## config.mk

```make
export PLATFORM = sky130hd
export DESIGN_NAME = useq_sequencer
export DESIGN_NICKNAME = d
export VERILOG_FILES = /design/src/rtl/useq_pkg.sv /design/src/rtl/useq_nextaddr.sv /design/src/rtl/useq_restab.sv /design/src/rtl/useq_sequencer.sv
export SDC_FILE = /design/constraint.sdc
export NUM_CORES = 1
export LEC_CHECK = 0
export ABC_AREA = 1
export BUFFER_PORTS_ARGS = -buffer_cell sky130_fd_sc_hd__buf_4
export CAP_MARGIN = 20
export CORE_ASPECT_RATIO = 0.9
export CORE_MARGIN = 1
export CORE_UTILIZATION = 50
export DETAILED_ROUTE_END_ITERATION = 10
export GPL_TIMING_DRIVEN = 0
export PLACE_DENSITY_LB_ADDON = 0.1
export SYNTH_ARGS = -nofsm -noshare
export SYNTH_HDL_FRONTEND = slang
export SYNTH_SLANG_ARGS = --single-unit
```

## constraint.sdc

```tcl
create_clock -name clk -period 5.4 [get_ports clk]
set_input_delay 0.81 -clock clk [delete_from_list [all_inputs] [get_ports clk]]
set_output_delay 0.81 -clock clk [all_outputs]
set_load 0.02 [all_outputs]
```

## src/rtl/useq_pkg.sv

```systemverilog
package useq_pkg;

  typedef enum logic [1:0] {
    SEQ_NEXT = 2'b00,
    SEQ_COND = 2'b01,
    SEQ_JUMP = 2'b10,
    SEQ_END  = 2'b11
  } seq_e;

  typedef enum logic [1:0] {
    ST_IDLE  = 2'd0,
    ST_MISS  = 2'd1,
    ST_FETCH = 2'd2,
    ST_EXEC  = 2'd3
  } state_e;

endpackage

```

## src/rtl/useq_nextaddr.sv

```systemverilog
module useq_nextaddr
  import useq_pkg::*;
#(
  parameter int CS_AW = 10
) (
  input  logic [1:0]       seq_i,
  input  logic [CS_AW-1:0] tgt_i,
  input  logic [CS_AW-1:0] csar_i,
  input  logic             cond_i,
  output logic [CS_AW-1:0] next_o,
  output logic             end_o
);

  logic [CS_AW-1:0] inc;
  seq_e             seq;

  assign inc = csar_i + 1'b1;
  assign seq = seq_e'(seq_i);

  always_comb begin
    end_o  = 1'b0;
    next_o = inc;
    case (seq)
      SEQ_NEXT: next_o = inc;
      SEQ_COND: next_o = cond_i ? tgt_i : inc;
      SEQ_JUMP: next_o = tgt_i;
      SEQ_END:  end_o  = 1'b1;
      default:  next_o = inc;
    endcase
  end

endmodule

```

## src/rtl/useq_restab.sv

```systemverilog
module useq_restab #(
  parameter  int ENTRIES = 8,
  parameter  int TAG_W   = 33,
  parameter  int CS_AW   = 10,
  localparam int IDX_W   = $clog2(ENTRIES)
) (
  input  logic             clk,
  input  logic             rst_n,
  input  logic [TAG_W-1:0] lk_tag_i,
  output logic             lk_hit_o,
  output logic [CS_AW-1:0] lk_cs_o,
  output logic [IDX_W-1:0] lk_idx_o,
  input  logic             touch_i,
  input  logic [IDX_W-1:0] touch_idx_i,
  input  logic             inst_i,
  input  logic [TAG_W-1:0] inst_tag_i,
  input  logic [CS_AW-1:0] inst_cs_i
);

  localparam logic [IDX_W-1:0] OLDEST = IDX_W'(ENTRIES - 1);

  logic [ENTRIES-1:0] vld_q;
  logic [ENTRIES-1:0] vld_d;
  logic [TAG_W-1:0]   tag_q [ENTRIES];
  logic [CS_AW-1:0]   cs_q  [ENTRIES];
  logic [IDX_W-1:0]   age_q [ENTRIES];
  logic [IDX_W-1:0]   age_d [ENTRIES];

  logic [ENTRIES-1:0] hit_vec, same_vec, old_vec;
  logic [IDX_W-1:0]   same_idx, free_idx, old_idx, slot, touched;
  logic               do_touch;

  // Per-entry compares
  for (genvar g = 0; g < ENTRIES; g++) begin : g_cmp
    assign hit_vec[g]  = vld_q[g] && (tag_q[g] == lk_tag_i);
    assign same_vec[g] = vld_q[g] && (cs_q[g] == inst_cs_i);
    assign old_vec[g]  = (age_q[g] == OLDEST);
  end

  // Priority encoders, lowest index wins
  always_comb begin
    lk_idx_o = '0;
    same_idx = '0;
    free_idx = '0;
    old_idx  = '0;
    for (int i = ENTRIES - 1; i >= 0; i--) begin
      if (hit_vec[i])  lk_idx_o = IDX_W'(i);
      if (same_vec[i]) same_idx = IDX_W'(i);
      if (!vld_q[i])   free_idx = IDX_W'(i);
      if (old_vec[i])  old_idx  = IDX_W'(i);
    end
  end

  assign lk_hit_o = |hit_vec;
  assign lk_cs_o  = cs_q[lk_idx_o];

  // Victim: entry already mapped to this base, else a free one, else the oldest
  always_comb begin
    if (|same_vec)      slot = same_idx;
    else if (!(&vld_q)) slot = free_idx;
    else                slot = old_idx;
  end

  assign do_touch = inst_i | touch_i;
  assign touched  = inst_i ? slot : touch_idx_i;

  always_comb begin
    vld_d = vld_q;
    if (inst_i) vld_d[slot] = 1'b1;
  end

  for (genvar g = 0; g < ENTRIES; g++) begin : g_ent
    localparam logic [IDX_W-1:0] GI = IDX_W'(g);

    always_comb begin
      if (GI == touched)                 age_d[g] = '0;
      else if (age_q[g] < age_q[touched]) age_d[g] = age_q[g] + 1'b1;
      else                                age_d[g] = age_q[g];
    end

    always_ff @(posedge clk or negedge rst_n) begin
      if (!rst_n)        age_q[g] <= GI;
      else if (do_touch) age_q[g] <= age_d[g];
    end

    always_ff @(posedge clk) begin
      if (inst_i && (slot == GI)) begin
        tag_q[g] <= inst_tag_i;
        cs_q[g]  <= inst_cs_i;
      end
    end
  end

  always_ff @(posedge clk or negedge rst_n) begin
    if (!rst_n)      vld_q <= '0;
    else if (inst_i) vld_q <= vld_d;
  end

endmodule

```

## src/rtl/useq_sequencer.sv

```systemverilog
module useq_sequencer
  import useq_pkg::*;
#(
  parameter int MEM_AW     = 32,
  parameter int CS_AW      = 10,
  parameter int UI_W       = 64,
  parameter int RT_ENTRIES = 8
) (
  input  logic              clk,
  input  logic              rst_n,
  input  logic              start_i,
  input  logic              start_rp_i,
  input  logic              start_se_i,
  input  logic [MEM_AW-1:0] start_addr_i,
  output logic              busy_o,
  output logic              done_o,
  output logic              load_req_o,
  output logic [MEM_AW-1:0] load_addr_o,
  output logic              load_se_o,
  input  logic              load_done_i,
  input  logic [CS_AW-1:0]  load_base_i,
  output logic              cs_rd_o,
  output logic [CS_AW-1:0]  cs_addr_o,
  input  logic [UI_W-1:0]   cs_rdata_i,
  output logic [UI_W-1:0]   mir_o,
  output logic              mir_valid_o,
  input  logic              cond_i
);

  localparam int TAG_W = MEM_AW + 1;
  localparam int IDX_W = $clog2(RT_ENTRIES);

  state_e             state_q, state_d;
  logic [CS_AW-1:0]   csar_q, csar_d;
  logic               csar_en;
  logic [UI_W-1:0]    mir_q;
  logic               mir_en;
  logic [TAG_W-1:0]   pend_q;
  logic               pend_en;

  logic               lk_hit;
  logic [CS_AW-1:0]   lk_cs;
  logic [IDX_W-1:0]   lk_idx;
  logic               touch, inst;
  logic [CS_AW-1:0]   nxt_cs;
  logic               is_end;

  useq_restab #(
    .ENTRIES (RT_ENTRIES),
    .TAG_W   (TAG_W),
    .CS_AW   (CS_AW)
  ) u_restab (
    .clk         (clk),
    .rst_n       (rst_n),
    .lk_tag_i    ({start_se_i, start_addr_i}),
    .lk_hit_o    (lk_hit),
    .lk_cs_o     (lk_cs),
    .lk_idx_o    (lk_idx),
    .touch_i     (touch),
    .touch_idx_i (lk_idx),
    .inst_i      (inst),
    .inst_tag_i  (pend_q),
    .inst_cs_i   (load_base_i)
  );

  useq_nextaddr #(
    .CS_AW (CS_AW)
  ) u_nextaddr (
    .seq_i  (mir_q[UI_W-1 -: 2]),
    .tgt_i  (mir_q[UI_W-3 -: CS_AW]),
    .csar_i (csar_q),
    .cond_i (cond_i),
    .next_o (nxt_cs),
    .end_o  (is_end)
  );

  // Next-state logic
  always_comb begin
    state_d = state_q;
    csar_d  = csar_q;
    csar_en = 1'b0;
    mir_en  = 1'b0;
    pend_en = 1'b0;
    touch   = 1'b0;
    inst    = 1'b0;
    case (state_q)
      ST_IDLE: begin
        if (start_i) begin
          if (!start_rp_i) begin
            csar_d  = start_addr_i[CS_AW-1:0];
            csar_en = 1'b1;
            state_d = ST_FETCH;
          end else if (lk_hit) begin
            csar_d  = lk_cs;
            csar_en = 1'b1;
            touch   = 1'b1;
            state_d = ST_FETCH;
          end else begin
            pend_en = 1'b1;
            state_d = ST_MISS;
          end
        end
      end
      ST_MISS: begin
        if (load_done_i) begin
          inst    = 1'b1;
          csar_d  = load_base_i;
          csar_en = 1'b1;
          state_d = ST_FETCH;
        end
      end
      ST_FETCH: begin
        mir_en  = 1'b1;
        state_d = ST_EXEC;
      end
      ST_EXEC: begin
        if (is_end) begin
          state_d = ST_IDLE;
        end else begin
          csar_d  = nxt_cs;
          csar_en = 1'b1;
          state_d = ST_FETCH;
        end
      end
      default: state_d = ST_IDLE;
    endcase
  end

  // Registers
  always_ff @(posedge clk or negedge rst_n) begin
    if (!rst_n) state_q <= ST_IDLE;
    else        state_q <= state_d;
  end

  always_ff @(posedge clk or negedge rst_n) begin
    if (!rst_n)       csar_q <= '0;
    else if (csar_en) csar_q <= csar_d;
  end

  always_ff @(posedge clk or negedge rst_n) begin
    if (!rst_n)      mir_q <= '0;
    else if (mir_en) mir_q <= cs_rdata_i;
  end

  always_ff @(posedge clk or negedge rst_n) begin
    if (!rst_n)       pend_q <= '0;
    else if (pend_en) pend_q <= {start_se_i, start_addr_i};
  end

  // Outputs
  assign busy_o      = (state_q != ST_IDLE);
  assign load_req_o  = (state_q == ST_MISS);
  assign load_addr_o = pend_q[MEM_AW-1:0];
  assign load_se_o   = pend_q[MEM_AW];
  assign cs_rd_o     = (state_q == ST_FETCH);
  assign cs_addr_o   = csar_q;
  assign mir_o       = mir_q;
  assign mir_valid_o = (state_q == ST_EXEC);
  assign done_o      = (state_q == ST_EXEC) && is_end;

endmodule

```

Word level (Yosys, flattened, before mapping)
Memory sizes are Yosys's and may differ from the RTL's.
Index checks and enable logic that the tools add are counted.

word-level totals
  flip-flop bits (word level) = 141
  bits in writable memories = 344
  output and inout port bits = 112
  memories kept = 2

memories
  memory          words  width  read ports  clocked after memory_dff  wr ports  line               source
  u_restab.tag_q  8      33     8           0                         1         useq_restab.sv:24  logic [TAG_W-1:0] tag_q [ENTRIES];
  u_restab.cs_q   8      10     9           0                         1         useq_restab.sv:25  logic [CS_AW-1:0] cs_q [ENTRIES];

operators by class
  add/sub/neg operators = 9
  order comparisons = 11
  equality and inequality tests = 48
  muxes and demuxes = 144
  bitwise operators = 3
  reduce and logical (&&, ||, !) cells = 66

operators with widths
  kind                   number
  $eq 33x33->1           8
  $mux 33                7
  $reduce_or 33->1       7
  $mux 3                 67
  $mux 10                13
  $eq 10x10->1           8
  $reduce_or 10->1       7
  $mux 1                 46
  $eq 3x3->1 const B     12
  $pmux 10 s3            1
  $logic_and 1x1->1      26
  $add 3x1->3 const B    8
  $lt 3x3->1             8
  $pmux 10 s2            1
  $reduce_and 2->1       9
  $reduce_bool 2->1      9
  $reduce_or 8->1        2
  $eq 3x3->1 const A     4
  $add 10x1->10 const B  1
  $mux 2                 5
  $bmux 3 s3             1
  $eq 2x2->1 const B     4
  $or 8x8->8             1
  $pmux 2 s4             1
  other kinds (20)       25

Logic depth before layout (Yosys ltp)
Gate-level depths: netlist of the first run.

  depth in word-level cells = 23
  depth in mapped cells = 34
  depth with buffers taken out = 33

By module
A second synthesis of the first run with hierarchy kept.

second synthesis, totals
  cells, all modules = 3204
  area, all modules = 26625.5 sq um

modules (own cells, without submodules)
  module          times used  cells an instance  area an instance (sq um)  sequential area each (sq um)
  useq_restab     1           2554               21573.2                   11145.7
  useq_sequencer  1           582                4703.3                    2727.6
  useq_nextaddr   1           68                 349.1                     0.0

Least setup slack after synthesis of the first run
Ideal clock, no wire load.

  path type = input -> register
  from = input port load_base_i[5]
  to = memory u_restab.cs_q[1][0], enable pin
  data arrival time = 3.986 ns
  required time = 4.957 ns
  slack = 0.971 ns
  cell stages on the path = 17
  buffers on the path = 2
  cells stage by stage = buf_2 > inv_2 > nand2_1 > nand2_1 > nor2_1 > nand3_1 > nand3b_1 > nand2_1 > inv_1 > nand3_1 > nand2_1 > inv_1 > nand2_1 > nand2_1 > nand2_2 > buf_2 > nor2_1

on the way
  cells in the longest elaborated chain, start to end = 23
  elaborated cells on any way between the ends = 79
  those cells by class = eq/ne: 15; mux: 39; reduce/logical: 25

ends and longest elaborated chain
  item                                                             line                  source
  start, declared                                                  useq_sequencer.sv:21  input logic [CS_AW-1:0] load_base_i,
  $eq 10x10->1                                                     useq_restab.sv:36     assign same_vec[g] = vld_q[g] && (cs_q[g] == inst_cs_i);
  $logic_and 1x1->1                                                useq_restab.sv:36
  $mux 3 (8 in series)                                             useq_restab.sv:48     if (same_vec[i]) same_idx = IDX_W'(i);
  $mux 3 *                                                         useq_restab.sv:59     if (|same_vec) slot = same_idx;
  $eq 3x1->1                                                       useq_restab.sv:87     if (inst_i && (slot == GI)) begin
  $logic_and 1x1->1                                                useq_restab.sv:87
  $mux 1                                                           useq_restab.sv:87
  $mux 1 (implied by the code)                                     useq_restab.sv:89     cs_q[g] <= inst_cs_i;
  $reduce_or 10->1 (no source line)                                n/a
  $mux 3 (no source line) or $mux 1 (tied branches) (7 in series)  n/a
  end, declared                                                    useq_restab.sv:25

Every way passes the cells marked *; elsewhere a longest branch is shown, timed or not.

Worst setup path in the final report of the first run
  from = input port start_addr_i[9]
  to = register u_restab.age_q[10] in the netlist's numbering

on the way
  cells in the longest elaborated chain, start to end = 18
  elaborated cells on any way between the ends = 40
  those cells by class = order compare: 1; eq/ne: 9; mux: 17; bitwise: 2; reduce/logical: 11

ends and longest elaborated chain
  item                                        line                  source
  start, declared                             useq_sequencer.sv:14  input logic [MEM_AW-1:0] start_addr_i,
  $eq 33x33->1                                useq_restab.sv:35     assign hit_vec[g] = vld_q[g] && (tag_q[g] == lk_tag_i);
  $logic_and 1x1->1                           useq_restab.sv:35
  $mux 3 (8 in series)                        useq_restab.sv:47     if (hit_vec[i]) lk_idx_o = IDX_W'(i);
  $mux 3                                      useq_restab.sv:65     assign touched = inst_i ? slot : touch_idx_i;
  $not 3->4 (implied by the code)             useq_restab.sv:77     else if (age_q[g] < age_q[touched]) age_d[g] = age_q[g] + 1'b1;
  $bmux 3 s3                                  useq_restab.sv:77
  $mux 3 (implied by the code) (2 in series)  useq_restab.sv:77
  $lt 3x3->1                                  useq_restab.sv:77
  $reduce_bool 2->1 (no source line)          n/a
  $reduce_and 2->1 (no source line)           n/a
  end signal, assigned by index               useq_restab.sv:83     else if (do_touch) age_q[g] <= age_d[g];
  end, declared                               useq_restab.sv:26     logic [IDX_W-1:0] age_q [ENTRIES];

Several ways; a longest one is shown, not always the timed one. The select of a mux whose other input is x is not followed.
A chain may end at the register's enable or synchronous reset.

==> impl_metrics.ini, run 1 <==
[cells_and_area]
multi_input_area_um2 = 10700
fin_area_um2 = 31200
finalNetCount = 3639
final_util_pct = 59.8
drive_gt1_share_pct = 14.3
fill_cells = 4561
area_growth_pct = 17.2
seqCellArea_um2 = 13900

[clocking]
cts_buffers = 51
clk_latency_ns = 0.63
postCtsResizedCells = 0
clkSlewWorstSetupHoldPaths_ns = 0.07
cts_root_buffer = clkbuf_16
ctsHtreeMaxLevel = 2
clock_sinks = 485
cts-hold-fix-buffers = 0
cts_tree = built
post-cts-setup-buffers = 0
ctsLongestPathBuffers = 3

[floorplanning]
design.die.area_um2 = 54100
fp.dieW_um = 245
core_um2 = 52100
design.portCount = 225
initial_core_util_pct = 51.0
fp.dieH_um = 221
placementRows = 79

[route]
wirelength_um = 111000
drcViolationCount = 0
avgViaCountPerCell = 5.89
num_vias = 24900
drtIter0Drc = 4380
dr.pass1.iters = 6
routedWlPerCell_um = 26.2
ant_nets = 0

[critical_path]
start_kind = input pin
worst_setup_path_end_kind = flop
path_common_cell = nand2_1
worstReg2RegStart = u_restab.tag_q[2][44]
reg2reg_slack_ns = 0.37
cpMaxStageDelayCell = a31oi_1
slowest_delay_ns = 0.77
r2r-end = u_restab.age_q[10]
cp_max_fo = 10
crit_required_ns = 5.91
reg2regPathDepth = 29
arrival_ns = 5.59
criticalPathCategory = in -> reg

[pwr]
power_uw = 14200
p_int_uw = 8690
leakagePower_uw = 0.0146
seq_power_share_pct = 41.4
powerDensity_nw_per_um2 = 454
power.switching_uw = 5470
ir_worst_vdd_uv = 424
power.share.clock_pct = 27.9
power_frac_comb_pct = 30.6
netSwitchingFraction_pct = 38.6

[placement]
pre_cts_slack_ns = -0.102
dp_hpwl_um = 83400
post_dp_cell_area_um2 = 29300
io_buffers = 204
place.gp.congestion = 1.07

[global_routing]
first_global_vias = 22500
grt_max_degree = 98
grtUsageTotal_pct = 41.0
grt_first_pass_wirelength_um = 157000
overflow = 0
antenna_found_initial = 1

[timing]
worstMarginPinSlew_ns = 1.06
maxSlewHeadroom_pct = 29.3
holdWs_ns = 0.143
timing.clock.skew_ns = 0.0237
maxSlewViolCount = 0
period_share_pct = 94.0
rsz0062_at_grt = no
finalHoldViolCount = 0
finalWorstSetupSlack_ns = 0.325
min_period_ns = 5.07
setup_viol = 0
fmax_ghz = 0.197

[logic_synthesis]
yosys.area.top_type = edfxtp_1
syn_area_per_cell_um2 = 8.23
synth_area_leaders = edfxtp_1 (39%), nand2_1 (15%), dfrtp_1 (12%), inv_1 (5.4%), nor2_1 (4.2%)
synth_cells = 3229
yosys_warnings = 0
synthFlopType = edfxtp_1
synth_edf_count = 344
ys_types = 58
syn-num-nets = 3370
synth-seq-cells = 485
ys_seq_area_share_pct = 52.2
netlist_area_um2 = 26600
synth_top_area_share_pct = 38.9
synthArstFlopShare_pct = 29.1

[run_status]
status = finished, final reports clean

[worst_hold_path]
hold_path_class = in -> async

[job]
drv_cap = 0
-- registers in the layout (all words and copies together) (netlist names) --
register	count
u_restab.vld_q	8
cs_addr_o	10
u_restab.cs_q	80
mir_o	64
pend_q	33
state_q	2
u_restab.age_q	24
u_restab.tag_q	264
-- cell type report --
cell class                 instances  share of cell area, %
antenna                            1                0.00803
buffer                            89                   1.56
clock buffer                      72                   4.95
clock inverter                    24                   1.02
inverter                         421                   5.07
multi-input combinational       2234                   34.3
sequential                       485                   44.5
tap                              688                   2.76
timing repair buffer             216                   5.77
-- cells in the mapped netlist, types with 6 or more instances --
cell type  instances
buf_6              7
o211ai_1           9
nor4_1            21
nand2_4            7
o21ai_0          156
o22ai_1           11
o21ai_1            8
and2_1             7
a21oi_1           47
ha_1              28
xor2_1            38
inv_2             32
buf_2             32
buf_4             16
nor3_1            45
a22oi_1            6
dfstp_2           12
edfxtp_1         344
xnor2_1           50
a221oi_1           7
or2_1             12
nor2_1           294
clkinv_1           8
nand3b_1          11
nor2_2            12
nand4_1          109
dfrtp_1          129
clkbuf_1          30
inv_1            381
nor3b_1           11
or2_2             48
nand2_2           23
nand2_1         1089
nand3_1          142
-- kinds of logic (layout without fill, tap and decap cells) --
group / Yosys count / count (layout) / share of synthesized area [%]
XOR/XNOR: 88 / 88 / 2.90
buffers and inverters: 510 / 822 / 7.78
other: 0 / 1 / 0
AO/OA/AOI/OAI: 267 / 267 / 5.68
AND/OR/NAND/NOR: 1846 / 1846 / 29.9
multiplexers: 5 / 5 / 0.202
adder cells (fa/ha/maj): 28 / 28 / 1.32
flip-flops: 485 / 485 / 52.2
-- per-layer routing --
layer / share of wire [%] / up-vias / global-route usage, %
met3: 17 / 149 / 18.4
met1: 41 / 11800 / 59.1
met4: 2.1 / 0 / 8.90
met2: 40 / 1870 / 56.0
met5: 0 / - / 0
li1: - / 11100 / -
-- worst max-delay path by stage --
stage / startpoint / endpoint / cells after the start
global route: start_addr_i[6] / u_restab.age_q[3] / 30
finish: start_addr_i[9] / u_restab.age_q[10] / 29
floorplan: load_base_i[5] / u_restab.cs_q[1][0] / 17
global placement: load_base_i[5] / u_restab.tag_q[2][40] / 17
detailed placement: start_addr_i[6] / u_restab.age_q[10] / 30
CTS: start_addr_i[6] / u_restab.age_q[10] / 30
-- through the flow --
step | TNS (ns) | std cells
after floorplan | 0 | 3229
after global placement | -457.73 | 4121
after detailed placement | -0.832 | 4133
after CTS | 0 | 4229
after global routing | 0 | 4229
final | 0 | 4230
-- power by group through the flow --
stage          logic [uW]  clock network [uW]  registers (uW)
2_1_floorplan        2110                   0            5880
3_3_place_gp         4040                   0            5860
3_5_place_dp         4240                   0            5880
4_1_cts              4260                3960            5830
5_1_grt              4740                4090            5890
6_report             4340                3960            5870
-- critical path: cells and delay by family --
family / cells / cell delay, ns
buf+inv: 4 / 0.68
simple gates: 21 / 2.73
compound gates: 3 / 0.94
fa+ha+maj: 1 / 0.37
-- layout by cell type (no fill, tap or decap), types with 12 or more instances in the layout --
cell       count
a21oi_1       47
ha_1          28
nor2_2        12
dfrtp_1      129
xnor2_1       50
o21ai_0      156
buf_4        219
nand2_1     1089
xor2_1        38
nor2_1       286
clkbuf_1      39
or2_1         12
or2_2         48
nand4_1      109
inv_1        381
clkbuf_16     57
dfstp_2       12
nand3_1      142
edfxtp_1     344
buf_2         33
nor4_1        21
nor3_1        45
nand2_2       23
inv_2         32
Power figures use the tool's default switching activity.
==> run 2: changes to the inputs <==
--- a/config.mk
+++ b/config.mk
@@ -10,7 +10,7 @@
 export CAP_MARGIN = 20
 export CORE_ASPECT_RATIO = 0.9
 export CORE_MARGIN = 1
-export CORE_UTILIZATION = 50
+export CORE_UTILIZATION = 30
 export DETAILED_ROUTE_END_ITERATION = 10
 export GPL_TIMING_DRIVEN = 0
 export PLACE_DENSITY_LB_ADDON = 0.1
==> run 2 against run 1 <==
Effect of this change:
- global-route usage decreased by 14 points
- critical path type unchanged
- largest power group unchanged
- utilization down 23 points
- non-clock buffer count increased by 7
- wire length is 11% higher
- sequential share of layout area shrank 1.2 points
- critical path depth decreased by 14
- sequential cell count unchanged
- count of clock-buffer cells in the layout is 7 higher
- largest cell class unchanged
- highest routed layer is now met5
==> impl_metrics.ini, run 2 (synthesized netlist as in run 1, its figures left out) <==
[critical_path]
crit_end = pend_q[22]
crit_start = start_addr_i[8]
worst_setup_path_end_kind = flop
arrival_ns = 5.88
start_kind = input pin
reg2reg_slack_ns = 0.28
worstReg2RegStart = u_restab.tag_q[2][45]
crit_required_ns = 5.95
cp_max_fo = 10
r2r-end = pend_q[22]
reg2regPathDepth = 13
criticalPathCategory = in -> reg

[route]
avgViaCountPerCell = 5.06
highest_layer = met5
dr.pass1.iters = 5
drcViolationCount = 0
wirelength_um = 123000
num_vias = 23900
wl_met3_um = 11300
wl_met1_um = 58300
wl_met2_um = 51200
ant_nets = 0
routedWlPerCell_um = 26.1
drtIter0Drc = 2959

[clocking]
clk_latency_ns = 0.65
ctsLongestPathBuffers = 3
post-cts-setup-buffers = 0
cts_tree = built
ctsHtreeMaxLevel = 2
cts_root_buffer = clkbuf_16
cts-hold-fix-buffers = 0
postCtsResizedCells = 0
clkSlewWorstSetupHoldPaths_ns = 0.06
clock_sinks = 485
cts_buffers = 58

[cells_and_area]
regMostFlops = u_restab.tag_q
finalNetCount = 3653
area_growth_pct = 20.5
largest_register_ffs = 264
multi_input_area_um2 = 10700
final_cell_mix = nand2_1 (1089), inv_1 (381), edfxtp_1 (344), nor2_1 (286), buf_4 (220)
final_common_cell = nand2_1
instances_no_fill = 4717
drive_gt1_share_pct = 14.6
seqCellArea_um2 = 13900
fill_cells = 9160

[timing]
setup_viol = 0
timing.clock.skew_ns = 0.0318
fmax_ghz = 0.188
setup_tns_ns = 0
finalHoldViolCount = 0
holdWs_ns = 0.160
period_share_pct = 98.6
worstMarginPinSlew_ns = 1.23
rsz0062_at_grt = no
maxSlewViolCount = 0
min_period_ns = 5.32
maxSlewHeadroom_pct = 17.3
finalWorstSetupSlack_ns = 0.0763

[job]
drv_cap = 0

[floorplanning]
design.portCount = 225
fp.dieH_um = 284
placementRows = 103
design.die.area_um2 = 89800
fp.dieW_um = 316
initial_core_util_pct = 30.3
core_um2 = 87800

[pwr]
ir_worst_vdd_uv = 251
powerDensity_nw_per_um2 = 445
power_uw = 14300
leakagePower_uw = 0.0147

[run_status]
status = finished, final reports clean

[placement]
place.gp.congestion = 1.07
io_buffers = 204
dp_hpwl_um = 96200
dp_cells = 4606
pre_cts_slack_ns = -0.441

[worst_hold_path]
hold_path_class = in -> async

[global_routing]
grtUsageTotal_pct = 27.0
grt_max_degree = 76
grt_first_pass_wirelength_um = 170000
overflow = 0
antenna_found_initial = 5
first_global_vias = 21700
-- run 2: changes by cell type in the layout (fill, tap and decap cells not counted), moves of 2 or more --
cell / previous run / this run
buf_12: 6 / 12
clkbuf_8: 6 / 9
clkinvlp_4: 3 / 1
clkinv_1: 11 / 13
inv_6: 0 / 2
bufinv_16: 7 / 9
clkbuf_1: 39 / 42
diode_2: 1 / 3
-- run 2: final cells by class --
type,instances,share of cell area (%)
sequential,485,43.3
antenna,3,0.0234
timing repair buffer,223,6.02
tap,1155,4.51
multi-input combinational,2234,33.4
buffer,89,1.52
inverter,421,4.93
clock inverter,28,1.20
clock buffer,79,5.06
-- run 2: worst max-delay path, cell delays in order --
cell and delay (ns):
buf_4 0.30, inv_1 0.32, nand2_1 0.33, nand4_1 0.13, nor4_1 1.03, and3_1 0.32
nand4_1 0.22, nand2_1 0.27, nor2_1 0.06, and2_1 0.17, nand2_1 0.35, clkbuf_1 0.58
clkbuf_1 0.72, nand2_1 0.09, o21ai_0 0.12
-- run 2: stage by stage --
step	utilization (%)	area, um^2
final	36.5	32000
after global routing	36.5	32000
after CTS	36.5	32000
after detailed placement	34.2	30000
after global placement	33.7	29600
after floorplan	-	26600
-- run 2: where the power goes --
part           internal [uW]  leakage, uW  switching, uW
sequential              4890      0.00479            793
combinational           1480      0.00891           2890
clock                   2520     0.000984           1690
total                   8890       0.0147           5370
-- run 2: worst min path at each step --
stage / end / start
2_1_floorplan: u_restab.age_q[1] / u_restab.age_q[1]
3_3_place_gp: mir_o[10] / mir_o[10]
3_5_place_dp: mir_o[37] / mir_o[37]
4_1_cts: cs_addr_o[6] / rst_n
5_1_grt: cs_addr_o[5] / rst_n
6_report: cs_addr_o[5] / rst_n
-- run 2: per-layer routing --
| metal | up-vias | global-route usage [%] |
|---|---|---|
| met2 | 1122 | 38.5 |
| li1 | 11100 | - |
| met3 | 122 | 4.96 |
| met4 | 2 | 5.35 |
| met5 | - | 0 |
| met1 | 11500 | 42.0 |
